[src/rtl/iotlb_pkg.sv]
package iotlb_pkg;

    localparam int ASID_W   = 7;
    localparam int VA_W     = 32;
    localparam int PG_SHIFT = 12;
    localparam int VPN_W    = VA_W - PG_SHIFT;
    localparam int PFN_W    = 20;
    localparam int PA_W     = PFN_W + PG_SHIFT;
    localparam int WORD_W   = 32;

    // configuration word fields
    localparam int CFG_HUM_BIT = 29;
    localparam int CFG_RR_BIT  = 28;
    localparam int CFG_CNT_W   = 6;

    // flush command fields
    localparam int FL_ASID_EN  = 31;
    localparam int FL_ASID_LSB = 24;

    typedef enum logic [1:0] {
        FL_ALL     = 2'd0,
        FL_NONE    = 2'd1,
        FL_SECTION = 2'd2,
        FL_GROUP   = 2'd3
    } flush_mode_e;

    typedef struct packed {
        logic              valid;
        logic [ASID_W-1:0] asid;
        logic [VPN_W-1:0]  vpn;
        logic [PFN_W-1:0]  pfn;
        logic              rd;
        logic              wr;
        logic              ns;
    } tlb_entry_t;

    // Does a flush command cover a translation with this identifier and page?
    function automatic logic flush_covers(input logic [WORD_W-1:0] cmd,
                                          input logic [ASID_W-1:0] asid,
                                          input logic [VPN_W-1:0]  vpn);
        logic id_ok;
        logic va_ok;
        id_ok = !cmd[FL_ASID_EN] ||
                (cmd[FL_ASID_LSB +: ASID_W] == asid);
        case (cmd[1:0])
            FL_ALL:     va_ok = 1'b1;
            FL_SECTION: va_ok = (vpn[VPN_W-1:10] == cmd[VPN_W-1:10]);
            FL_GROUP:   va_ok = (vpn[VPN_W-1:2] == cmd[VPN_W-1:2]);
            default:    va_ok = 1'b0;
        endcase
        return id_ok && va_ok;
    endfunction

endpackage

[src/rtl/iotlb_match.sv]
module iotlb_match
    import iotlb_pkg::*;
#(
    parameter int ENTRIES = 8,
    parameter int CNT_W   = 4
) (
    input  logic                        clk,
    input  logic                        rst_n,
    input  tlb_entry_t [ENTRIES-1:0]    ent,
    input  logic [CNT_W-1:0]            active_cnt,
    input  logic [ASID_W-1:0]           lk_asid,
    input  logic [VPN_W-1:0]            lk_vpn,
    input  logic [WORD_W-1:0]           flush_cmd,
    output logic [ENTRIES-1:0]          hit_vec,
    output logic [ENTRIES-1:0]          flush_vec
);

    for (genvar g = 0; g < ENTRIES; g++) begin : g_line
        logic in_use;
        assign in_use       = (CNT_W'(g) < active_cnt);
        assign hit_vec[g]   = ent[g].valid && in_use &&
                              (ent[g].asid == lk_asid) &&
                              (ent[g].vpn == lk_vpn);
        assign flush_vec[g] = flush_covers(flush_cmd, ent[g].asid, ent[g].vpn);
    end


    single_hit_chk: assert property (@(posedge clk) disable iff (!rst_n)
        $onehot0(hit_vec));

endmodule

[src/rtl/iotlb_victim.sv]
module iotlb_victim #(
    parameter int ENTRIES = 8,
    parameter int IDX_W   = 3,
    parameter int CNT_W   = 4
) (
    input  logic               clk,
    input  logic               rst_n,
    input  logic [ENTRIES-1:0] valid_vec,
    input  logic [IDX_W-1:0]   ptr,
    input  logic [CNT_W-1:0]   active_cnt,
    input  logic               rr_en,
    output logic [IDX_W-1:0]   victim
);

    logic             hole_found;
    logic [IDX_W-1:0] hole_idx;

    always_comb begin
        hole_found = 1'b0;
        hole_idx   = '0;
        for (int i = ENTRIES - 1; i >= 0; i--) begin
            if (!valid_vec[i] && (CNT_W'(i) < active_cnt)) begin
                hole_found = 1'b1;
                hole_idx   = IDX_W'(i);
            end
        end
    end

    assign victim = (!rr_en && hole_found) ? hole_idx : ptr;


    victim_range_chk: assert property (@(posedge clk) disable iff (!rst_n)
        (active_cnt != '0) |-> (CNT_W'(victim) < active_cnt));

endmodule

[src/rtl/asid_iotlb.sv]
module asid_iotlb
    import iotlb_pkg::*;
#(
    parameter int ENTRIES = 8
) (
    input  logic              clk,
    input  logic              rst_n,
    input  logic              cfg_we,
    input  logic [31:0]       cfg_wdata,
    input  logic              flush_we,
    input  logic [31:0]       flush_cmd,
    input  logic              lk_valid,
    input  logic [6:0]        lk_asid,
    input  logic [31:0]       lk_va,
    output logic              lk_hit,
    output logic              lk_miss,
    output logic              lk_busy,
    output logic [31:0]       lk_pa,
    output logic              lk_rd,
    output logic              lk_wr,
    output logic              lk_ns,
    output logic              walk_req,
    output logic [6:0]        walk_asid,
    output logic [19:0]       walk_vpn,
    input  logic              fill_valid,
    input  logic [19:0]       fill_pfn,
    input  logic              fill_rd,
    input  logic              fill_wr,
    input  logic              fill_ns
);

    localparam int IDX_W = (ENTRIES > 1) ? $clog2(ENTRIES) : 1;
    localparam int CNT_W = $clog2(ENTRIES + 1);

    typedef struct packed {
        tlb_entry_t [ENTRIES-1:0] ent;
        logic [IDX_W-1:0]         ptr;
        logic [CNT_W-1:0]         active;
        logic                     hum;
        logic                     rr;
        logic                     pend;
        logic                     stale;
        logic [ASID_W-1:0]        p_asid;
        logic [VPN_W-1:0]         p_vpn;
    } state_t;

    state_t s_d, s_q;

    logic [ENTRIES-1:0] hit_vec;
    logic [ENTRIES-1:0] flush_vec;
    logic [ENTRIES-1:0] valid_vec;
    logic [IDX_W-1:0]   victim;
    logic [VPN_W-1:0]   lk_vpn;
    tlb_entry_t         sel_ent;
    logic               served;
    logic               any_hit;
    logic               kill;
    logic [CNT_W-1:0]   ptr_inc;
    logic [IDX_W-1:0]   ptr_next;
    logic [CNT_W-1:0]   new_cnt;
    logic               cfg_unused;

    assign cfg_unused = ^{cfg_wdata[31:30], cfg_wdata[27:CFG_CNT_W]};
    assign lk_vpn     = lk_va[VA_W-1:PG_SHIFT];

    always_comb begin
        for (int i = 0; i < ENTRIES; i++) valid_vec[i] = s_q.ent[i].valid;
    end

    iotlb_match #(.ENTRIES(ENTRIES), .CNT_W(CNT_W)) u_match (
        .clk        (clk),
        .rst_n      (rst_n),
        .ent        (s_q.ent),
        .active_cnt (s_q.active),
        .lk_asid    (lk_asid),
        .lk_vpn     (lk_vpn),
        .flush_cmd  (flush_cmd),
        .hit_vec    (hit_vec),
        .flush_vec  (flush_vec)
    );

    iotlb_victim #(.ENTRIES(ENTRIES), .IDX_W(IDX_W), .CNT_W(CNT_W)) u_victim (
        .clk        (clk),
        .rst_n      (rst_n),
        .valid_vec  (valid_vec),
        .ptr        (s_q.ptr),
        .active_cnt (s_q.active),
        .rr_en      (s_q.rr),
        .victim     (victim)
    );

    // ---------------- lookup answer ----------------
    always_comb begin
        sel_ent = '0;
        for (int i = 0; i < ENTRIES; i++) begin
            if (hit_vec[i]) sel_ent = s_q.ent[i];
        end
    end

    assign any_hit   = |hit_vec;
    assign served    = lk_valid && (!s_q.pend || s_q.hum);
    assign lk_busy   = lk_valid && s_q.pend && !s_q.hum;
    assign lk_hit    = served && any_hit;
    assign lk_miss   = served && !any_hit;
    assign lk_pa     = lk_hit ? {sel_ent.pfn, lk_va[PG_SHIFT-1:0]} : '0;
    assign lk_rd     = lk_hit && sel_ent.rd;
    assign lk_wr     = lk_hit && sel_ent.wr;
    assign lk_ns     = lk_hit && sel_ent.ns;
    assign walk_req  = s_q.pend;
    assign walk_asid = s_q.p_asid;
    assign walk_vpn  = s_q.p_vpn;

    // ---------------- next state ----------------
    assign kill    = flush_we && s_q.pend &&
                     flush_covers(flush_cmd, s_q.p_asid, s_q.p_vpn);
    assign ptr_inc = CNT_W'(s_q.ptr) + CNT_W'(1);
    assign ptr_next = (ptr_inc >= s_q.active) ? '0 : ptr_inc[IDX_W-1:0];
    assign new_cnt = (int'(cfg_wdata[CFG_CNT_W-1:0]) > ENTRIES) ?
                     CNT_W'(ENTRIES) : CNT_W'(cfg_wdata[CFG_CNT_W-1:0]);

    always_comb begin
        s_d = s_q;

        // selective invalidation
        if (flush_we) begin
            for (int i = 0; i < ENTRIES; i++) begin
                if (flush_vec[i]) s_d.ent[i].valid = 1'b0;
            end
        end

        // walker result
        if (fill_valid && s_q.pend) begin
            s_d.pend  = 1'b0;
            s_d.stale = 1'b0;
            if (!s_q.stale && !kill && (s_q.active != '0)) begin
                s_d.ent[victim].valid = 1'b1;
                s_d.ent[victim].asid  = s_q.p_asid;
                s_d.ent[victim].vpn   = s_q.p_vpn;
                s_d.ent[victim].pfn   = fill_pfn;
                s_d.ent[victim].rd    = fill_rd;
                s_d.ent[victim].wr    = fill_wr;
                s_d.ent[victim].ns    = fill_ns;
                s_d.ptr               = ptr_next;
            end
        end else if (kill) begin
            s_d.stale = 1'b1;
        end

        // launch a walk
        if (lk_miss && !s_q.pend) begin
            s_d.pend   = 1'b1;
            s_d.stale  = 1'b0;
            s_d.p_asid = lk_asid;
            s_d.p_vpn  = lk_vpn;
        end

        // configuration
        if (cfg_we) begin
            s_d.hum    = cfg_wdata[CFG_HUM_BIT];
            s_d.rr     = cfg_wdata[CFG_RR_BIT];
            s_d.active = new_cnt;
            for (int i = 0; i < ENTRIES; i++) begin
                if (CNT_W'(i) >= new_cnt) s_d.ent[i].valid = 1'b0;
            end
            if (CNT_W'(s_d.ptr) >= new_cnt) s_d.ptr = '0;
        end
    end

    always_ff @(posedge clk or negedge rst_n) begin
        if (!rst_n) begin
            s_q        <= '0;
            s_q.active <= CNT_W'(ENTRIES);
            s_q.hum    <= 1'b1;
            s_q.rr     <= 1'b1;
        end else begin
            s_q <= s_d;
        end
    end

    // ---------------- checks ----------------

    hit_miss_excl_chk: assert property (@(posedge clk) disable iff (!rst_n)
        !(lk_hit && lk_miss));


    walk_hold_chk: assert property (@(posedge clk) disable iff (!rst_n)
        (walk_req && !fill_valid) |=> (walk_req && $stable(walk_asid) && $stable(walk_vpn)));


    walk_done_chk: assert property (@(posedge clk) disable iff (!rst_n)
        (walk_req && fill_valid && !lk_valid) |=> !walk_req);


    busy_blocks_chk: assert property (@(posedge clk) disable iff (!rst_n)
        (walk_req && !s_q.hum) |-> (!lk_hit && !lk_miss));


    flush_all_chk: assert property (@(posedge clk) disable iff (!rst_n)
        (flush_we && flush_cmd[1:0] == 2'd0 && !flush_cmd[31]) |=> !lk_hit);


    for (genvar g = 0; g < ENTRIES; g++) begin : g_chk
        beyond_active_chk: assert property (@(posedge clk) disable iff (!rst_n)
            (CNT_W'(g) >= s_q.active) |-> !s_q.ent[g].valid);
    end

endmodule

[config.mk]
export PLATFORM = sky130hd
export DESIGN_NAME = asid_iotlb
export DESIGN_NICKNAME = d
export VERILOG_FILES = /design/src/rtl/iotlb_pkg.sv /design/src/rtl/iotlb_match.sv /design/src/rtl/iotlb_victim.sv /design/src/rtl/asid_iotlb.sv
export SDC_FILE = /design/constraint.sdc
export NUM_CORES = 1
export LEC_CHECK = 0
export BUFFER_PORTS_ARGS = -buffer_cell sky130_fd_sc_hd__buf_2
export CAP_MARGIN = 5
export CORE_MARGIN = 3
export CORE_UTILIZATION = 55
export CTS_CLUSTER_DIAMETER = 50
export DETAILED_ROUTE_END_ITERATION = 8
export PLACE_DENSITY = 0.74
export SLEW_MARGIN = 20
export SYNTH_ARGS = -nofsm -noshare
export SYNTH_HDL_FRONTEND = slang
export SYNTH_HIERARCHICAL = 1
export SYNTH_SLANG_ARGS = --single-unit
[constraint.sdc]
create_clock -name clk -period 4.25 [get_ports clk]
set_clock_uncertainty 0.1 [all_clocks]
set_input_delay 0.2125 -clock clk [delete_from_list [all_inputs] [get_ports clk]]
set_output_delay 0.2125 -clock clk [all_outputs]
set_load 0.005 [all_outputs]
==> out/metrics.yaml, run 1 <==
run_status:
  status: "completed"
drt:
  ant_nets: 0
  initialDrtViolationCount: 1440
  drc: 0
  routed-via-count: 17500
  drt_first_pass_iters: 7
  totalWireLength_mm: 76.1
  post_drt_wl_per_cell_um: 26.7
  via_per_inst: 6.15
floorplanning:
  die_x_um: 219
  core_um2: 44400
  die_h_um: 219
  num_io_pins: 198
  start_util_pct: 56.0
  die-area_um2: 47800
  placementRows: 77
timing:
  rsz0062_at_grt: "yes"
  finalSetupViolations: 0
  drv_slew: 0
  final_hold_viol_count: 0
  slew-limit-headroom_pct: 31.1
  fin_hold_ws_ps: 23.7
  tightestPinTransition_ps: 1030
  fmax_mhz: 238
  finalCritPeriodShare_pct: 98.8
  finalCriticalPeriod_ps: 4200
cells_and_area:
  multi_input_area_um2: 12600
  drive_gt1_share_pct: 33.8
  antenna_cells: 0
  fillCellCount: 3358
  fin_util_pct: 64.1
  mostFrequentLayoutCell: "dfrtp_1"
  final-seq-area_um2: 11200
  fin_nets: 2354
  final_cell_mix: "443 x dfrtp_1, 332 x mux2_2, 287 x xor2_1, 168 x buf_2, 155 x xnor2_1"
  area_growth_syn_to_layout_pct: 14.5
  final_cell_area_um2: 28500
cts:
  htreeDepth: 2
  cts_root_buf: "clkbuf_16"
  clk_latency_ps: 600
  cts.sinks: 446
  cts_tree: "built"
  clk_pin_slew_ps: 60
  cts_made_buffers: 52
  clockBufferDepth: 3
yosys:
  syn-instance-count: 2068
  synth-seq-cells: 446
  synth_area_leaders: "dfrtp_1 45%, mux2_2 15%, xor2_1 10%"
  synth-async-reset-ratio_pct: 100
  synth_flop_cell: "dfrtp_1"
  postSynthAreaPerCell_um2: 12.0
  synthesis.nets: 2208
  netlist_area_um2: 24900
  synth_top_area_share_pct: 44.6
  synth_warnings: 6
  yosys.area.top_type: "dfrtp_1"
  ys_seq_area_share_pct: 44.9
  synth_cell_types: 62
  synth-edff-count: 0
setup_path:
  cp_data_required_time_ps: 3940
  cp_max_fo: 16
  crit_arrival_ps: 3890
  cp_cell_sequence: "xnor2_1, nand4_1, nor4_2, nor4_1, nand2_1, nand3_1, buf_4, inv_1, buf_4, nand3_1, o41ai_2, buf_2"
  critPathCaptureType: "output port"
  startpoint_type: "flop"
  crit_family: "simple AND/OR/NAND/NOR gates"
  crit_type: "reg2out"
  slowest_delay_ps: 590
  path_buf_inv: 4
  cp_slowest_cell: "xnor2_1"
place:
  hpwl_mm: 50.5
  place_congestion: 0.973
  placed_cell_area_um2: 26100
  io_buffers: 169
global_routing:
  antenna_found_initial: 0
  grt-ovfl-total: 0
  grt_util_all_layers_pct: 31.3
  grt_max_degree: 123
  grt_pass1_wl_mm: 113
  grt_pass1_vias: 18000
flow_run:
  cap_violations: 0
pwr:
  irDropWorstVdd_uv: 410
  power_density_nw_per_um2: 625
  leakage_uw: 0.0127
worst_hold_path:
  hold_class: "in2reg"
-- metal layers --
layer,vias up,GRT usage [%],wire [µm]
met4,0,14.3,3840
met1,9049,41.2,31200
met5,-,0,0
met2,698,50.6,35600
li1,7607,-,-
met3,174,5.67,5410
-- power breakdown --
group	internal (µW)	total (µW)	switching (µW)	leakage (µW)
clock network	2760	4620	1860	0.000865
registers	6090	7880	1780	0.00563
logic	2850	5310	2460	0.00625
total	11700	17800	6100	0.0127
-- synth_stat cells (all sizes together) (2+ instances only) --
cell type,count
a211oi,3
a21boi,2
a21o,3
a21oi,56
a221oi,52
a222oi,3
a22oi,5
a2bb2oi,2
a31oi,3
and2,14
and2b,2
and3,2
and4b,2
buf,151
clkbuf,47
dfrtp,443
dfstp,3
ha,8
inv,30
mux2,431
nand2,28
nand2b,12
nand3,39
nand3b,4
nand4,56
nor2,19
nor2b,50
nor3,16
nor4,69
o21ai,3
o22a,2
o22ai,2
o31ai,25
o32a,2
o41a,5
o41ai,25
xnor2,155
xor2,287
-- worst reg2reg max path, cell delays in order, from the launching register on --
cell,delay (ps)
dfrtp_1,400
xor2_1,600
nor4_1,130
buf_4,200
nand4_1,90
buf_4,140
nor4_2,50
nor4_1,290
nand2_1,190
buf_4,190
or3_1,350
buf_12,200
mux2_2,330
-- layout make-up --
cell class / count / area share, %
Multi-Input combinational cell: 1394 / 44.1
Sequential cell: 446 / 39.2
Timing Repair Buffer: 290 / 7.49
Clock buffer: 73 / 5.23
Tap cell: 592 / 2.60
Clock inverter: 23 / 1.01
Inverter: 30 / 0.395
-- stage by stage --
stage	power, µW	std cells	TNS, ps	setup slack, ps
global route	18600	2848	-380	-71.9
floorplan	11300	2068	0	1230
CTS	17700	2839	0	15.0
global placement	12700	2701	0	539
detailed placement	13000	2701	0	467
finish	17800	2848	0	51.2
-- timing repair --
action / in CTS / in global routing
setup endpoints to repair: 27 / 22
buffers inserted: 1 / 6
cloned: 0 / 3
hold buffers: 41 / 0
resized for setup: 5 / 15
pin swaps: 4 / 17
hold endpoints to repair: 322 / 0
-- worst paths after layout --
path                            from                    endpoint  slack (ps)  cells past startpoint
max in group asynchronous      rst_n  asynchronous set/reset pin        2670                      3
max                             flop                   lk_pa[16]          50                     12
max reg2reg                     flop                walk_vpn[18]         870                     12
min reg2reg                     flop                        flop         390                      1
min                        lk_va[17]                 walk_vpn[5]          20                      2
min in group asynchronous      rst_n                walk_vpn[19]         210                      2
-- cell families (layout without fill, tap and decap cells) --
family                     Yosys count  in the layout  share of synthesized area (%)
and+or+nand+nor                    315            315                           7.45
buffers and inverters              228            416                           5.36
adders and majority gates            8              8                          0.402
xor gates and xnor gates           442            442                           15.6
AOI/OAI and AO/OA                  197            197                           6.02
muxes                              432            432                           20.3
DFF                                446            446                           44.9
Note: power is estimated with default switching activity, not from simulation.
==> inputs of run 2 (changes only) <==
Settings changed: ABC_AREA from default to 1.
==> out/metrics.yaml, run 2 <==
pwr:
  p_sw_uw: 7360
  p_comb_share_pct: 30.4
  power_density_nw_per_um2: 616
  swShare_pct: 40.4
  leakage_uw: 0.0154
  p_int_uw: 10800
  p_clk_share_pct: 25.0
  p_seq_share_pct: 44.5
  irDropWorstVdd_uv: 320
  p_total_uw: 18200
yosys:
  synth_cell_types: 40
  synth_warnings: 6
  yosys.area.top_type: "dfrtp_1"
  synth_area_leaders: "dfrtp_1 42%, nand2_1 27%, xnor2_1 5.2%"
  ys_seq_area_share_pct: 42.4
  synth_top_area_share_pct: 42.1
  synthesis.nets: 3936
  synth-edff-count: 0
  postSynthAreaPerCell_um2: 6.94
  synth-async-reset-ratio_pct: 100
  syn-instance-count: 3796
  netlist_area_um2: 26300
  synth-seq-cells: 446
  post-synth-top-count-cell: "nand2_1"
  synth_flop_cell: "dfrtp_1"
  ys_top_cells_by_count: "1,860 x nand2_1, 443 x dfrtp_1, 286 x nor2_1"
drt:
  totalWireLength_mm: 95.6
  post_drt_wl_per_cell_um: 21.1
  drt_first_pass_iters: 6
  routed-via-count: 25600
  initialDrtViolationCount: 3208
  ant_nets: 0
  drc: 0
  via_per_inst: 5.66
floorplanning:
  num_io_pins: 198
  placementRows: 79
  die_x_um: 225
  die-area_um2: 50500
  core_um2: 47000
  start_util_pct: 56.1
  die_h_um: 225
setup_path:
  critPathCaptureType: "output port"
  cp_slowest_cell: "dfstp_2"
  worstReg2RegEnd: "s_q[394]"
  crit_family: "simple AND/OR/NAND/NOR gates"
  cp_max_fo: 26
  regToRegSetupSlack_ps: 550
  cp-endpoint: "lk_pa[18]"
  slowest_delay_ps: 650
  timing.rr.start: "s_q[34]"
  crit_type: "reg2out"
  ff2ff_path_depth: 14
  crit_top_cell: "nand2_1"
  crit_arrival_ps: 3690
  path_buf_inv: 5
  cp_cell_sequence: "nor2_1, inv_1, nand2_1, nor2_1, nand2_1, nor2_1, nand2_1, nor2_4, buf_8, nor4_1, nand2_1, inv_1, nor2_2, buf_8, o21ai_0, a21oi_1, buf_2"
  cp_data_required_time_ps: 3940
  cp-startpoint: "s_q[34]"
  startpoint_type: "flop"
  cp.depth: 17
flow_run:
  cap_violations: 0
cts:
  cts_made_buffers: 53
  cts_tree: "built"
  htreeDepth: 2
  cts_root_buf: "clkbuf_16"
  clockBufferDepth: 3
  clk_latency_ps: 630
  cts.sinks: 446
  clk_pin_slew_ps: 60
cells_and_area:
  antenna_cells: 0
  drive_gt1_share_pct: 9.67
  fin_nets: 4022
  fillCellCount: 4169
  final-seq-area_um2: 11200
  final_cell_mix: "1,860 x nand2_1, 443 x dfrtp_1, 278 x nor2_1, 189 x inv_1, 168 x buf_2"
  multi_input_area_um2: 13000
  area_growth_syn_to_layout_pct: 12.2
  mostFrequentLayoutCell: "nand2_1"
global_routing:
  grt_util_all_layers_pct: 37.3
  antenna_found_initial: 2
  grt-ovfl-total: 0
  grt_pass1_wl_mm: 144
  grt_pass1_vias: 23700
  grt_max_degree: 106
timing:
  finalSetupViolations: 0
  finalCritPeriodShare_pct: 94.1
  finalCriticalPeriod_ps: 4000
  fin_setup_tns_ps: 0
  slew-limit-headroom_pct: 29.7
  final_hold_viol_count: 0
  tightestPinTransition_ps: 1050
  rsz0062_at_grt: "no"
  drv_slew: 0
  fmax_mhz: 250
place:
  hpwl_mm: 65.5
  io_buffers: 169
  place_congestion: 1.13
worst_hold_path:
  hold_class: "in2reg"
  holdPathStages: 8
run_status:
  status: "completed"
run 2: changes by cell type after synthesis, sizes merged, moves of 146 or more:
| cell | before | now |
|---|---|---|
| inv | 30 | 219 |
| mux2 | 431 | 0 |
| nand2 | 28 | 1866 |
| nor2 | 19 | 299 |
| o21ai | 3 | 149 |
| xor2 | 287 | 72 |
run 2: routing by layer:
metal	track usage [%]	wire length, µm	vias to the layer above
li1	-	-	11800
met1	50.1	36900	12000
met2	57.1	42300	1541
met3	7.53	10500	310
met4	20.6	5810	2
met5	0	17	-
run 2: worst min path at each step:
stage                       from  slack, ps                         end
floorplan                  rst_n       -180  asynchronous set/reset pin
global route        cfg_wdata[5]        130                    s_q[292]
global placement           rst_n        210                walk_vpn[11]
finish              cfg_wdata[5]         50                     s_q[88]
detailed placement         rst_n        210                walk_vpn[12]
CTS                 cfg_wdata[5]         20                     s_q[88]
run 2: cells by family after synthesis:
kind of cell / Yosys count / share of synthesized area, %
xor gates and xnor gates: 227 / 7.55
and+or+nand+nor: 2320 / 34.6
AOI/OAI and AO/OA: 318 / 6.46
DFF: 446 / 42.4
buffers and inverters: 477 / 8.61
adders and majority gates: 8 / 0.380
run 2: metrics by stage:
stage	worst slack, ps	utilization, %	hold slack (ps)	instances	instance area [µm²]
global route	26.7	62.9	130	4527	29500
global placement	622	57.6	206	4364	27100
detailed placement	530	57.6	214	4364	27100
finish	250	62.9	52.0	4527	29500
CTS	168	62.8	18.6	4524	29500
floorplan	1580	-	-183	3796	26300
run 2: power by group through the flow:
stage	sequential [µW]	clock (µW)	combinational, µW
detailed placement	8040	0	5310
floorplan	7170	0	4230
CTS	8010	4590	5400
finish	8110	4550	5540
global route	8280	4760	6160
global placement	8010	0	5160
run 2: final cells by class:
cell class                      instances  share of cell area, %
Clock buffer                           71                   4.99
Clock inverter                         22                  0.936
Inverter                              219                   2.81
Multi-Input combinational cell       2873                   44.0
Sequential cell                       446                   37.8
Tap cell                              607                   2.57
Timing Repair Buffer                  287                   6.88
Timing Repair inverter                  2                 0.0508
run 2: worst reg2reg max path, delay by kind of cell (launching register included):
kind | cells | cell delay [ps]
compound gates | 2 | 420
buf+inv | 3 | 1070
flops | 1 | 650
simple gates | 9 | 1400
run 2: repair_timing:
| item | CTS | global route |
|---|---|---|
| hold buffers | 67 | 0 |
| gates resized for setup | 0 | 9 |
| buffers inserted | 0 | 0 |
| setup endpoints to repair | 0 | 35 |
| hold endpoints to repair | 326 | 0 |
